[src/rtl/wiper_bank_pkg.sv]
package wiper_bank_pkg;
  typedef enum logic [2:0] {
    OP_NOP         = 3'd0,
    OP_STAGE       = 3'd1,
    OP_SAVE        = 3'd2,
    OP_RESTORE     = 3'd3,
    OP_RESTORE_ALL = 3'd4,
    OP_RAISE_ALL   = 3'd5,
    OP_LOWER_ALL   = 3'd6,
    OP_RSVD        = 3'd7
  } op_e;
endpackage

[src/rtl/wiper_busy_timer.sv]
module wiper_busy_timer #(
  parameter int unsigned CYCLES = 6
) (
  input  logic clk_i,
  input  logic rst_ni,
  input  logic start_i,
  output logic ready_o
);
  localparam int unsigned CW = $clog2(CYCLES + 1);
  localparam logic [CW-1:0] CMAX = CW'(CYCLES);

  logic [CW-1:0] cnt_q;

  always_ff @(posedge clk_i or negedge rst_ni) begin
    if (!rst_ni)             cnt_q <= '0;
    else if (start_i)        cnt_q <= CMAX;
    else if (cnt_q != '0)    cnt_q <= cnt_q - 1'b1;
  end

  assign ready_o = (cnt_q == '0);

  assert_start_busy_R5: assert property (@(posedge clk_i) disable iff (!rst_ni)
    start_i |=> !ready_o);
  assert_no_restart_R6: assert property (@(posedge clk_i) disable iff (!rst_ni)
    !ready_o |-> !start_i);
  assert_cnt_bound_R5: assert property (@(posedge clk_i) disable iff (!rst_ni)
    cnt_q <= CMAX);
endmodule

[src/rtl/wiper_chan.sv]
module wiper_chan #(
  parameter int unsigned W = 8
) (
  input  logic         clk_i,
  input  logic         rst_ni,
  input  logic         stage_we_i,
  input  logic [W-1:0] stage_d_i,
  input  logic         load_i,
  input  logic         restore_i,
  input  logic         save_i,
  input  logic         raise_i,
  input  logic         lower_i,
  output logic [W-1:0] wiper_o
);
  localparam logic [W-1:0] MID  = {1'b1, {(W-1){1'b0}}};
  localparam logic [W-1:0] FULL = '1;

  logic [W-1:0] stage_q, wip_q, nv_q;

  always_ff @(posedge clk_i or negedge rst_ni) begin
    if (!rst_ni) begin
      stage_q <= MID;
      wip_q   <= MID;
      nv_q    <= MID;
    end else begin
      if (stage_we_i) stage_q <= stage_d_i;
      if (save_i)     nv_q    <= wip_q;
      // restore outranks load, load outranks stepping
      if (restore_i)                      wip_q <= nv_q;
      else if (load_i)                    wip_q <= stage_q;
      else if (raise_i && wip_q != FULL)  wip_q <= wip_q + 1'b1;
      else if (lower_i && wip_q != '0)    wip_q <= wip_q - 1'b1;
    end
  end

  assign wiper_o = wip_q;

  assert_sat_top_R4: assert property (@(posedge clk_i) disable iff (!rst_ni)
    (raise_i && !restore_i && !load_i && wip_q == FULL) |=> wip_q == FULL);
  assert_sat_bot_R4: assert property (@(posedge clk_i) disable iff (!rst_ni)
    (lower_i && !restore_i && !load_i && !raise_i && wip_q == '0) |=> wip_q == '0);
  assert_restore_R8: assert property (@(posedge clk_i) disable iff (!rst_ni)
    restore_i |=> wip_q == $past(nv_q));
  assert_save_R5: assert property (@(posedge clk_i) disable iff (!rst_ni)
    save_i |=> nv_q == $past(wip_q));
endmodule

[src/rtl/wiper_bank.sv]
module wiper_bank
  import wiper_bank_pkg::*;
#(
  parameter int unsigned N_CH         = 4,
  parameter int unsigned W            = 8,
  parameter int unsigned NV_WR_CYCLES = 6,
  localparam int unsigned CHW = (N_CH > 1) ? $clog2(N_CH) : 1
) (
  input  logic              clk_i,
  input  logic              rst_ni,
  input  logic              cmd_valid_i,
  input  logic [2:0]        cmd_op_i,
  input  logic [CHW-1:0]    cmd_ch_i,
  input  logic [W-1:0]      cmd_data_i,
  input  logic              load_i,
  input  logic              load_all_i,
  input  logic [CHW-1:0]    load_ch_i,
  input  logic              wp_i,
  input  logic              preset_i,
  output logic              ready_o,
  output logic [N_CH*W-1:0] wiper_o
);
  op_e  op;
  logic cmd_go, load_go, save_go, raise_go, lower_go, restore_all_go, restore_one_go;

  assign op             = op_e'(cmd_op_i);
  assign cmd_go         = cmd_valid_i && ready_o && !load_i && !preset_i;
  assign load_go        = load_i && ready_o && !wp_i && !preset_i;
  assign save_go        = cmd_go && op == OP_SAVE && !wp_i;
  assign raise_go       = cmd_go && op == OP_RAISE_ALL && !wp_i;
  assign lower_go       = cmd_go && op == OP_LOWER_ALL && !wp_i;
  assign restore_all_go = preset_i || (cmd_go && op == OP_RESTORE_ALL);
  assign restore_one_go = cmd_go && op == OP_RESTORE;

  wiper_busy_timer #(.CYCLES(NV_WR_CYCLES)) u_busy (
    .clk_i   (clk_i),
    .rst_ni  (rst_ni),
    .start_i (save_go),
    .ready_o (ready_o)
  );

  for (genvar c = 0; c < N_CH; c++) begin : g_ch
    localparam logic [CHW-1:0] CI = CHW'(c);
    logic hit_cmd, hit_load;
    assign hit_cmd  = (cmd_ch_i == CI);
    assign hit_load = load_all_i || (load_ch_i == CI);

    wiper_chan #(.W(W)) u_chan (
      .clk_i      (clk_i),
      .rst_ni     (rst_ni),
      .stage_we_i (cmd_go && op == OP_STAGE && hit_cmd),
      .stage_d_i  (cmd_data_i),
      .load_i     (load_go && hit_load),
      .restore_i  (restore_all_go || (restore_one_go && hit_cmd)),
      .save_i     (save_go && hit_cmd),
      .raise_i    (raise_go),
      .lower_i    (lower_go),
      .wiper_o    (wiper_o[c*W +: W])
    );
  end

  assert_busy_hold_R6: assert property (@(posedge clk_i) disable iff (!rst_ni)
    (!ready_o && !preset_i) |=> $stable(wiper_o));
  assert_wp_hold_R7: assert property (@(posedge clk_i) disable iff (!rst_ni)
    (wp_i && !preset_i && !(cmd_valid_i && !load_i &&
      (cmd_op_i == 3'd3 || cmd_op_i == 3'd4))) |=> $stable(wiper_o));
  assert_idle_hold_R10: assert property (@(posedge clk_i) disable iff (!rst_ni)
    (!preset_i && !load_i && (!cmd_valid_i || cmd_op_i == 3'd0 || cmd_op_i == 3'd7))
      |=> $stable(wiper_o));
endmodule

[config.mk]
export PLATFORM = sky130hd
export DESIGN_NAME = wiper_bank
export DESIGN_NICKNAME = d
export VERILOG_FILES = /design/src/rtl/wiper_bank_pkg.sv /design/src/rtl/wiper_busy_timer.sv /design/src/rtl/wiper_chan.sv /design/src/rtl/wiper_bank.sv
export SDC_FILE = /design/constraint.sdc
export NUM_CORES = 1
export LEC_CHECK = 0
export BUFFER_PORTS_ARGS = -buffer_cell sky130_fd_sc_hd__buf_2
export CAP_MARGIN = 15
export CORE_ASPECT_RATIO = 0.75
export CORE_MARGIN = 2
export CORE_UTILIZATION = 30
export CTS_CLUSTER_SIZE = 14
export DETAILED_ROUTE_END_ITERATION = 7
export GPL_ROUTABILITY_DRIVEN = 0
export GPL_TIMING_DRIVEN = 1
export SETUP_SLACK_MARGIN = 0.1
export SKIP_CTS_REPAIR_TIMING = 1
export SLEW_MARGIN = 40
export SYNTH_ARGS = -nofsm -noshare
export SYNTH_HDL_FRONTEND = slang
export SYNTH_SLANG_ARGS = --single-unit
[constraint.sdc]
create_clock -name clk_i -period 8.7 [get_ports clk_i]
set_clock_uncertainty 0.15 [all_clocks]
set_input_delay 0 -clock clk_i [delete_from_list [all_inputs] [get_ports clk_i]]
set_output_delay 0 -clock clk_i [all_outputs]
set_load 0.005 [all_outputs]
======== Word level (Yosys, flattened, before mapping) ========
Index checks and enable logic that the tools add are counted.
cells by class
  add/sub/neg operators ................... 9
  equality and inequality tests ........... 16
  mux-type cells .......................... 18
  reductions and logical operators ........ 64
operators by type and width
  cell                                               number
  2-to-1 mux 8 bit                                   16
  logical AND 1 bit                                  39
  adder 8 x 1 -> 8 bit (second input constant)       4
  inequality test 8 bit (second input constant)      4
  nonzero test 8 bit                                 4
  subtractor 8 x 1 -> 8 bit (second input constant)  4
  nonzero test 4 bit                                 4
  == test 3 bit (second input constant)              3
  logical OR 1 bit                                   9
  == test 2 bit (second input constant)              4
  == test 3 x 2 -> 1 bit (second input constant)     2
  2-to-1 mux 3 bit                                   2
  == test 2 x 1 -> 1 bit (second input constant)     2
  zero test 2 bit                                    2
  == test 3 x 1 -> 1 bit (second input constant)     1
  zero test 1 bit                                    3
  zero test 3 bit                                    1
  nonzero test 3 bit                                 1
  subtractor 3 x 1 -> 3 bit (second input constant)  1
  nonzero test 2 bit                                 1
word-level totals
  register bits after elaboration ......... 99
  bits of input ports ..................... 22
  word-level logic and storage cells ...... 120

======== Depth between registers and ports, before layout ========
Gate-level depths: netlist (run 1).
  depth after elaboration ................. 11
  depth in mapped cells ................... 13
  gate-level depth less buffers ........... 13

======== By module ========
A second synthesis (run 1) with hierarchy kept.
unflattened totals
  cells, all modules ...................... 609
  area total of the unflattened synthesis .. 6108.4 sq um
modules (own cells, without submodules)
  module                            times used  cells an instance  area each (sq um)  sequential area each (sq um)
  wiper_chan at g_ch[0].u_chan ...  3           138                1416.4             604.3
  wiper_chan at g_ch[3].u_chan      1           139                1452.6             604.3
  wiper_bank                        1           39                 221.5              0.0
  wiper_busy_timer                  1           17                 185.2              75.1

======== Worst setup path before layout (run 1) ========
Ideal clock, no wire load.
  path type ............................... reg-to-reg
  start point ............................. register u_busy.cnt_q[0]
  end point ............................... register g_ch[3].u_chan.wip_q[7]
  arrival time ............................ 3036 ps
  slack ................................... 5450 ps
  cell stages (with the launch flop) ...... 13
  buffers on the path ..................... 0
  period minus slack after synthesis ...... 3250 ps
  cells stage by stage .................... dfrtp_1 -> inv_1 -> ha_1 -> nor4b_4 -> nand4_2 -> o21bai_1 -> ha_1 -> a211oi_1 -> o21bai_1 -> o22ai_1 -> nor2_1 -> or4_1 -> nand3_1
on the way
  longest elaborated chain between the ends .. 10
  elaborated cells between the ends (all ways) .. 23
  classes of those cells .................. mux (3); reduce/logical (20)
RTL lines
  element                         line                    text
  from (decl)                     wiper_busy_timer.sv:12  logic [CW-1:0] cnt_q;
  from (signal assigned)          wiper_busy_timer.sv:17  else if (cnt_q != '0) cnt_q <= cnt_q - 1'b1;
  zero test 3 bit *               wiper_busy_timer.sv:20  assign ready_o = (cnt_q == '0);
  logical AND 1 bit (3 in a row)  wiper_bank.sv:27        assign cmd_go = cmd_valid_i && ready_o && !load_i && !preset_i;
  logical AND 1 bit (2 in a row)  wiper_bank.sv:30        assign raise_go = cmd_go && op == OP_RAISE_ALL && !wp_i;
  logical AND 1 bit               wiper_chan.sv:31        else if (raise_i && wip_q != FULL) wip_q <= wip_q + 1'b1;
  2-to-1 mux 8 bit                wiper_chan.sv:31
  2-to-1 mux 8 bit                wiper_chan.sv:30        else if (load_i) wip_q <= stage_q;
  2-to-1 mux 8 bit                wiper_chan.sv:29        if (restore_i) wip_q <= nv_q;
  to (signal assigned)            wiper_chan.sv:29
  to (signal assigned)            wiper_chan.sv:30
  to (signal assigned)            wiper_chan.sv:31
  to (decl)                       wiper_chan.sv:18        logic [W-1:0] stage_q, wip_q, nv_q;
Mark *: on every way between the ends. The rest lies on a longest branch, timed or not.
A chain may end at the register's enable or synchronous reset.

======== Worst setup path after layout (run 1) ========
Ends and elaborated chain as after synthesis.

==> results.md, run 1 <==
- The flow ran to the end, and the final reports show no timing, DRC or antenna violations.
- Setup repair after global routing left no endpoint under its margin.
- The number of sinks handled by clock tree synthesis is 99.
- The worst hold path belongs to the class input port to register.
- The area of the die is 20500 um2.
- The highest routing layer actually used is met4.
- The switching share of power is 31.9%.
- The max capacitance violation total is 0.
- The total of warnings raised by yosys is 0.
- For this run, asynchronously set or reset flops after synthesis account for 100%.
- The wire length the detailed router placed on met1 is 7850 um.
- The detailed router's first-iteration violation count is 319.
- The worst setup path category is register to register.
- The H-tree depth is 3.
- The number of max-slew violations in the final report is 0.
- The fraction of the mapped netlist area in simple logic gates is 12.9%.
- The largest total area in the synthesized netlist belongs to sky130_fd_sc_hd__dfrtp_1.
- The number of placed I/O pins is 55.
- The count of final hold-check violations is 0.
- The total of buffers placed on input and output ports is 54.
- The adder and majority gate portion of the synthesized area is 7.84%.
- The tree is rooted in a sky130_fd_sc_hd__clkbuf_16.
- The complex-gate fraction of the synthesized area is 17.1%.
- The pin count of the biggest net entering global routing is 53.
- The die height is 124 um.
- The area added between synthesis and finish is 16.7%.
- The most common flop cell mapped by yosys is sky130_fd_sc_hd__dfrtp_1.
- The standby leakage power is 3.02 nW.
- Data on the critical path arrives at its endpoint at 3.98 ns.
- Dividing the detail-routed wire length by the instance count gives 17.5 um.
- In this run the biggest area consumer among cell types represents 37.5% of the synthesized area.
- In this run, synthesis inferred 0 flip-flops with an integrated enable.
- The worst register-to-register path begins at u_busy.cnt_q[0].
- After synthesis, flip-flops and latches occupy 42.9% of the total area.
- The estimated wirelength of the detail-placed design is 11000 um.
- The all-layer global routing usage is 15.5%.
- The setup slack of the critical path after layout is 4.86 ns.
- The part of the cycle the worst path needs is 44.2%.
- Internal power comes to 0.898 mW.
- At the worst endpoint, the required time is 8.84 ns.
- In this run the worst path has a maximum fanout of 9.
- The synthesized-area fraction occupied by xor and xnor cells is 3.47%.
- The pre-CTS setup slack is 4.93 ns.
- The final routed DRC violation total is 0.
- The share of cells above drive strength 1 is 26.5%.
- The post-synthesis cell area is 5810 um2.
- Multiplexer cells account for 13.9% of the synthesized area.
- The number of CTS-inserted buffers is 9.
- The number of search-and-repair iterations in the first detailed-routing pass is 5.
- The number of buffers on the longest clock path is 2.
- The power spent charging and discharging nets is 0.420 mW.
- For this design the ratio of total power to cell area is 195 nW/um2.
- The number of antenna-violating nets in the routed design is 0.
- For the pin with the worst max-slew slack, the measured transition is 0.875 ns.
- In this run the mean area of a mapped cell was 10.7 um2.
- The core occupancy in the finished layout is 35.4%.
- The horizontal extent of the die is 165 um.
- The worst setup path is captured at a register.
- The total negative setup slack is 0 ns.
- After synthesis, the largest family of logic cells by area is compound AO/OA/AOI/OAI gates.
- The launching element type of the critical path is a register.
- The launch instance of the worst min-delay path is load_i.
- After detailed routing, the number of vias per cell comes to 5.16.
- The global-route wire length before repair is 24600 um.
- The initial core utilization is 30.3%.
- The peak supply drop is 0.0860 mV.
- The top achievable clock speed is 260 MHz.
- The number of antenna violations at the first check in global routing is 0.
- The core region is 19200 um2.
- The post-layout minimum cycle time is 3.84 ns.
- The netlist uses 54 different library cells.
- In this run, the combinational gates consume 26.8% of the power.
- The start point of the critical path is u_busy.cnt_q[0].
- The clock input transition at the sequential cells of the worst setup and hold paths is 0.07 ns.
- The residual overflow from global routing is 0.
- The number of global-route vias before repair was 4307.
- Measured against its own limit, the worst slew margin works out to 41.5%.
- The net count after synthesis is 599.
- Yosys attributes the largest share of cell area to sky130_fd_sc_hd__dfrtp_1 38%, sky130_fd_sc_hd__mux2_2 11%, sky130_fd_sc_hd__ha_1 6.5%.
- Summed over all nets, wire length on met3 after detailed routing comes to 601 um.
- The initialized floorplan defines 44 standard-cell rows.
- After detailed routing, the total wire length is 15100 um.
- Setup violations remaining at the end of the flow were counted as 0.
- Summed over all nets, wire length on met2 after detailed routing comes to 6540 um.
- Registers are responsible for 41.9% of the overall power.
- The clock network burns 31.3% of the power.
- The clock tree from TritonCTS is yes.
- The number of flip-flops and latches in the synthesized netlist is 99.
- 0 antenna diodes ended up in the layout.
- The routed layout has 4466 vias.
- The clock reaches the later pin of the worst-skew pair after 0.35 ns.
- For this run, the post-layout net count is 663.
- The gate count of the mapped netlist is 543.
## logic make-up after synthesis
| kind of cell | after synthesis |
|---|---|
| xor gates and xnor gates | 23 |
| AOI/OAI and AO/OA | 151 |
| DFF | 99 |
| adders and majority gates | 34 |
| muxes | 73 |
| and+or+nand+nor | 138 |
| buffers and inverters | 25 |
## flip-flops by register name, summed over array words and instances, names as in the netlist
signal and flops:
g_ch.u_chan.nv_q 32, g_ch.u_chan.stage_q 32, g_ch.u_chan.wiper_o 32, u_busy.cnt_q 3
## critical path, stage by stage (launching register included)
cell and delay, ns:
sky130_fd_sc_hd__dfrtp_1 0.36, sky130_fd_sc_hd__inv_1 0.10, sky130_fd_sc_hd__ha_1 0.22, sky130_fd_sc_hd__nor4b_4 0.38, sky130_fd_sc_hd__nand4_2 0.38, sky130_fd_sc_hd__o21bai_1 0.48, sky130_fd_sc_hd__ha_1 0.46, sky130_fd_sc_hd__o21ai_0 0.15
sky130_fd_sc_hd__o21bai_1 0.22, sky130_fd_sc_hd__o22ai_1 0.15, sky130_fd_sc_hd__nor3b_1 0.16, sky130_fd_sc_hd__or4_1 0.47, sky130_fd_sc_hd__nand3_1 0.10
## final cells by class
cell class	instances	area (um2)
multi-input cells	419	3230
clock buffers	11	243
clock inverters	5	60.1
flip-flops and latches	99	2490
well taps	253	317
fillers	1949	12400
inverters	12	45.0
repair buffers	66	385
## routing by layer
| layer | vias to the layer above | GRT usage [%] |
|---|---|---|
| li1 | 2172 | - |
| met1 | 2188 | 24.1 |
| met2 | 93 | 22.2 |
| met3 | 13 | 2.76 |
| met4 | 0 | 3.07 |
| met5 | - | 0 |
## final timing paths
check | end | slack [ns] | depth (start not counted)
setup / recovery | g_ch[3].u_chan.wiper_o[7] | 4.86 | 12
hold / removal | g_ch[0].u_chan.wiper_o[0] | 0.003 | 4
setup reg to reg | g_ch[3].u_chan.wiper_o[7] | 4.86 | 12
hold reg to reg | g_ch[1].u_chan.wiper_o[5] | 0.32 | 2
max in group asynchronous | g_ch[0].u_chan.wiper_o[5] | 7.21 | 3
min in group asynchronous | g_ch[3].u_chan.wiper_o[0] | 0.06 | 2
## cell usage in the layout, fill, tap and decap left out, types with 12 or more instances in the layout
| cell type | n |
|---|---|
| sky130_fd_sc_hd__a211oi_1 | 15 |
| sky130_fd_sc_hd__a21oi_1 | 25 |
| sky130_fd_sc_hd__buf_2 | 53 |
| sky130_fd_sc_hd__dfrtp_1 | 87 |
| sky130_fd_sc_hd__dfstp_2 | 12 |
| sky130_fd_sc_hd__ha_1 | 30 |
| sky130_fd_sc_hd__inv_1 | 12 |
| sky130_fd_sc_hd__mux2_2 | 59 |
| sky130_fd_sc_hd__mux2i_1 | 13 |
| sky130_fd_sc_hd__nand2_1 | 37 |
| sky130_fd_sc_hd__nor2_1 | 27 |
| sky130_fd_sc_hd__o21ai_0 | 32 |
| sky130_fd_sc_hd__o21bai_1 | 13 |
| sky130_fd_sc_hd__o22ai_1 | 17 |
| sky130_fd_sc_hd__xnor2_1 | 17 |
## through the flow
stage                     power (mW)  instances  cell area (um2)  hold slack, ns
after global routing            1.40        865             6780          0.0615
after floorplan                0.800        543             5810          -0.446
after global placement         0.904        840             6350         -0.0899
after detailed placement       0.909        840             6370         -0.0898
final                           1.32        865             6780         0.00327
after CTS                       1.33        856             6680          -0.466
## synthesized netlist by cell type, types with 12 or more instances
cell type,instances
sky130_fd_sc_hd__a211oi_1,15
sky130_fd_sc_hd__a21oi_1,28
sky130_fd_sc_hd__dfrtp_1,87
sky130_fd_sc_hd__dfstp_2,12
sky130_fd_sc_hd__ha_1,30
sky130_fd_sc_hd__inv_1,12
sky130_fd_sc_hd__mux2_2,59
sky130_fd_sc_hd__mux2i_1,13
sky130_fd_sc_hd__nand2_1,37
sky130_fd_sc_hd__nor2_1,30
sky130_fd_sc_hd__o21ai_0,32
sky130_fd_sc_hd__o21bai_1,13
sky130_fd_sc_hd__o22ai_1,17
sky130_fd_sc_hd__xnor2_1,17
## power groups by stage
stage	Sequential (mW)	Clock [mW]	Combinational (mW)
2_1_floorplan	0.548	0	0.252
5_1_grt	0.561	0.443	0.396
6_report	0.552	0.413	0.353
3_3_place_gp	0.561	0	0.343
3_5_place_dp	0.561	0	0.348
4_1_cts	0.553	0.423	0.350
Power figures use the tool's default switching activity.
==> run 2: changes to the inputs <==
Settings changed: ABC_AREA set to 1.
Clock period 8.7 ns to 3.5 ns, I/O delays scaled along.
==> run 2 against run 1 <==
  * Sequential power rose to 2.7 times the previous value
  * Utilization increased by 0.59 points
  * Count of clock-buffer cells in the layout grew 3
==> results.md, run 2 <==
- The final non-filler cell area is 7310 um2 (+7.8%).
- TritonCTS built the clock tree.
- The most common library cell in the layout ignoring fill and taps is sky130_fd_sc_hd__nand2_1.
- The power per unit of standard cell area was 550 nW/um2 (+180%).
- The internal portion of total power is 2.55 mW (+180%).
- The clock network power share is 27.0% (-4.3 points).
- The total of warnings raised by yosys is 0 (unchanged).
- The part of the cycle the worst path needs is 89.7% (+46 points).
- The number of flip-flops and latches in the synthesized netlist is 99 (unchanged).
- The average detailed-routed wire length per instance came to 14.6 um (-16%).
- The estimated wirelength of the detail-placed design came to 12700 um (+16%).
- The total of buffers placed on input and output ports is 54 (unchanged).
- The antenna diode count came to 0 (unchanged).
- The number of vias in the routed layout is 5658 (+27%).
- The fraction of registers with async set or reset after synthesis is 100% (unchanged).
- The switching share of power is 36.6% (+4.7 points).
- The most area-hungry cell type in the Yosys netlist is sky130_fd_sc_hd__dfrtp_1.
- The most common flop cell mapped by yosys is sky130_fd_sc_hd__dfrtp_1.
- The clock latency at the later pin of the worst-skew pair came to 0.35 ns (about the same).
- The required time of the critical path is 3.59 ns (-5.25 ns).
- The top-area cell type share of the netlist area was 34.8% (-2.7 points).
- The minimum hold slack is 0.0385 ns (+0.0352 ns).
- The category of the worst setup path capture point is a register.
- The storage element area is 2490 um2 (unchanged).
- The share of cells above drive strength 1 was 15.4% (-11 points).
- The pin count of the biggest net entering global routing is 79 (+49%).
- The residual overflow from global routing is 0 (unchanged).
- The number of buffers on the longest clock path is 2 (unchanged).
- The detailed router's first-iteration violation count is 481 (+51%).
- The fill cell total of the finished layout is 2171 (+11%).
- The number of nets at the end of the flow was 947 (+43%).
- The via density per instance is 4.80 (-7.0%).
- The sequential cell area fraction in the yosys report came to 39.9% (-3.1 points).
- The portion of total power attributed to sequential cells is 36.8% (-5.1 points).
- The net count after synthesis is 880 (+47%).
- The final setup violation count is 0 (unchanged).
- The final routed DRC violation total came to 0 (unchanged).
- Setup repair after global routing could not meet its margin everywhere.
- The worst setup path is launched from a register.
- The area of the die came to 22000 um2 (+7.5%).
- The cell with the most instances after synthesis is sky130_fd_sc_hd__nand2_1.
- The placeable core region is 20300 um2 (+6.1%).
- The global-route wire length before repair is 28100 um (+14%).
- The horizontal extent of the die came to 171 um (+3.7%).
- The power spent charging and discharging nets was 1.47 mW (+250%).
- The peak supply drop was 0.256 mV (+200%).
- The average cell area after synthesis is 7.59 um2 (-29%).
- The combinational share of power was 36.1% (+9.3 points).
- The initial core utilization is 30.8% (+0.46 points).
- The number of cell rows is 45 (+2.3%).
- The number of sinks handled by clock tree synthesis is 99 (unchanged).
- The signal arrival time at the worst endpoint is 3.23 ns (-0.75 ns).
- The count of final hold-check violations was 0 (unchanged).
- By area the synthesized netlist is led by sky130_fd_sc_hd__dfrtp_1 35%, sky130_fd_sc_hd__nand2_1 14%, sky130_fd_sc_hd__ha_1 6.0%.
- The worst setup path category is register to register.
- The max capacitance violation total was 0 (unchanged).
- The number of antenna violations at the first check in global routing is 0 (unchanged).
- The number of placed I/O pins is 55 (unchanged).
- The post-layout minimum cycle time is 3.14 ns (-0.700 ns).
- The top achievable clock speed is 318 MHz (+22%).
- The gate count of the mapped netlist came to 824 (+52%).
- The number of max-slew violations in the final report came to 0 (unchanged).
- The clock input transition at the sequential cells of the worst setup and hold paths was 0.07 ns (about the same).
- The area added between synthesis and finish is 16.8%.
- The die height came to 129 um (+3.7%).
- The number of synthesized flops with an enable pin is 0 (unchanged).
- The number of distinct library cells after synthesis came to 42 (-22%).
- The number of CTS-inserted buffers is 9 (unchanged).
- Counting instances in the post-synthesis netlist gives the leading cell types as 226 x sky130_fd_sc_hd__nand2_1, 87 x sky130_fd_sc_hd__dfrtp_1, 76 x sky130_fd_sc_hd__inv_1.
- The post-synthesis cell area was 6250 um2 (+7.7%).
- The flow ran to the end, and the final reports show no timing, DRC or antenna violations.
- The root buffer cell chosen for the clock tree is sky130_fd_sc_hd__clkbuf_16.
- The number of antenna-violating nets in the routed design is 0 (unchanged).
- The worst slew margin relative to its limit came to 41.1% (-0.37 points).
- The slew of the pin with the lowest slew margin was 0.880 ns (+0.00448 ns).
- The number of global-route vias before repair is 5229 (+21%).
- The maximum fanout encountered on the critical timing path is 10 (+1).
- The standby leakage power came to 3.49 nW (+16%).
- The number of search-and-repair iterations in the first detailed-routing pass came to 5 (unchanged).
- The path type of the worst min-delay path is input port to asynchronous set/reset pin.
- The total cell area at the placement stage is 6860 um2 (+7.6%).
- The total wire length after detailed routing came to 17300 um (+14%).
- The library cells used most frequently in the layout, excluding fill and tap cells, are 226 x sky130_fd_sc_hd__nand2_1, 87 x sky130_fd_sc_hd__dfrtp_1, 76 x sky130_fd_sc_hd__inv_1, 71 x sky130_fd_sc_hd__nor2_1, 71 x sky130_fd_sc_hd__o21ai_0.
- The H-tree depth was 3 (unchanged).
- The total negative setup slack is 0 ns (unchanged).
- The multi-input gate area in the final layout is 3360 um2 (+3.8%).
- The all-layer global routing usage is 16.5% (+1.0 points).
## run 2: changes by cell type after synthesis, moves of 39 or more
cell / change
sky130_fd_sc_hd__o21ai_0: +39
sky130_fd_sc_hd__nand3_1: +57
sky130_fd_sc_hd__inv_1: +64
sky130_fd_sc_hd__mux2_2: -56
sky130_fd_sc_hd__nand2_1: +189
sky130_fd_sc_hd__nor2_1: +42
## run 2: area by class of cell
class,instances,area share [%]
Clock buffer,14,3.48
Inverter,90,4.67
Tap cell,282,4.83
Clock inverter,2,0.822
Timing Repair Buffer,71,6.15
Multi-Input combinational cell,620,45.9
Sequential cell,99,34.1
## run 2: final timing paths
path | from | to | slack [ns] | cells after the start
hold reg to reg | g_ch[1].u_chan.stage_q[1] | g_ch[1].u_chan.stage_q[1] | 0.34 | 2
setup reg to reg | u_busy.cnt_q[0] | g_ch[0].u_chan.wiper_o[4] | 0.36 | 16
max in group asynchronous | rst_ni | g_ch[3].u_chan.stage_q[5] | 1.87 | 3
setup / recovery | u_busy.cnt_q[0] | g_ch[0].u_chan.wiper_o[4] | 0.36 | 16
hold / removal | rst_ni | g_ch[3].u_chan.nv_q[7] | 0.04 | 2
min in group clk_i | wp_i | u_busy.cnt_q[0] | 0.04 | 4
## run 2: logic make-up (layout without fill, tap and decap cells)
family,count (synthesis),count (layout),share of synthesized area [%]
muxes,3,3,0.540
xor gates and xnor gates,10,10,1.40
AOI/OAI and AO/OA,152,152,13.6
adders and majority gates,34,34,7.28
and+or+nand+nor,421,421,30.6
buffers and inverters,105,177,6.66
DFF,99,99,39.9
## run 2: worst max-delay path, cell delays in order, from the launching register on
cell                      delay, ns
sky130_fd_sc_hd__dfrtp_1       0.37
sky130_fd_sc_hd__inv_1         0.10
sky130_fd_sc_hd__ha_1          0.22
sky130_fd_sc_hd__nand3_4       0.12
sky130_fd_sc_hd__nor3_4        0.38
sky130_fd_sc_hd__nand3_2       0.33
sky130_fd_sc_hd__ha_1          0.49
sky130_fd_sc_hd__nand2_1       0.09
sky130_fd_sc_hd__nand2_1       0.09
sky130_fd_sc_hd__a31oi_1       0.06
sky130_fd_sc_hd__or2_2         0.29
sky130_fd_sc_hd__nand3_1       0.07
sky130_fd_sc_hd__nand2_1       0.07
sky130_fd_sc_hd__nand2_1       0.06
sky130_fd_sc_hd__nand2_1       0.05
sky130_fd_sc_hd__nand2_1       0.05
sky130_fd_sc_hd__o21ai_1       0.05
## run 2: power by group through the flow
stage | logic [mW] | clock network [mW] | registers (mW)
after global placement | 1.41 | 0 | 1.50
after global routing | 1.67 | 1.16 | 1.51
after CTS | 1.44 | 1.12 | 1.48
after detailed placement | 1.43 | 0 | 1.50
after floorplan | 1.05 | 0 | 1.46
final | 1.45 | 1.09 | 1.48
## run 2: stage by stage
stage	instances	setup slack, ns	power, mW	utilization, %
finish	1178	0.359	4.02	35.9
global route	1178	0.107	4.34	35.9
CTS	1167	0.231	4.04	35.3
detailed placement	1151	0.268	2.93	33.7
global placement	1151	0.332	2.91	33.7
floorplan	824	0.707	2.50	-
## run 2: per-layer routing
metal  up-vias  global-route usage, %  part of all wire, %
met1      2628                   25.5                   52
li1       2872                      -                    -
met3        13                   3.54                  5.5
met4         0                   3.72                  1.1
met5         -                      0                    0
met2       145                   23.3                   41
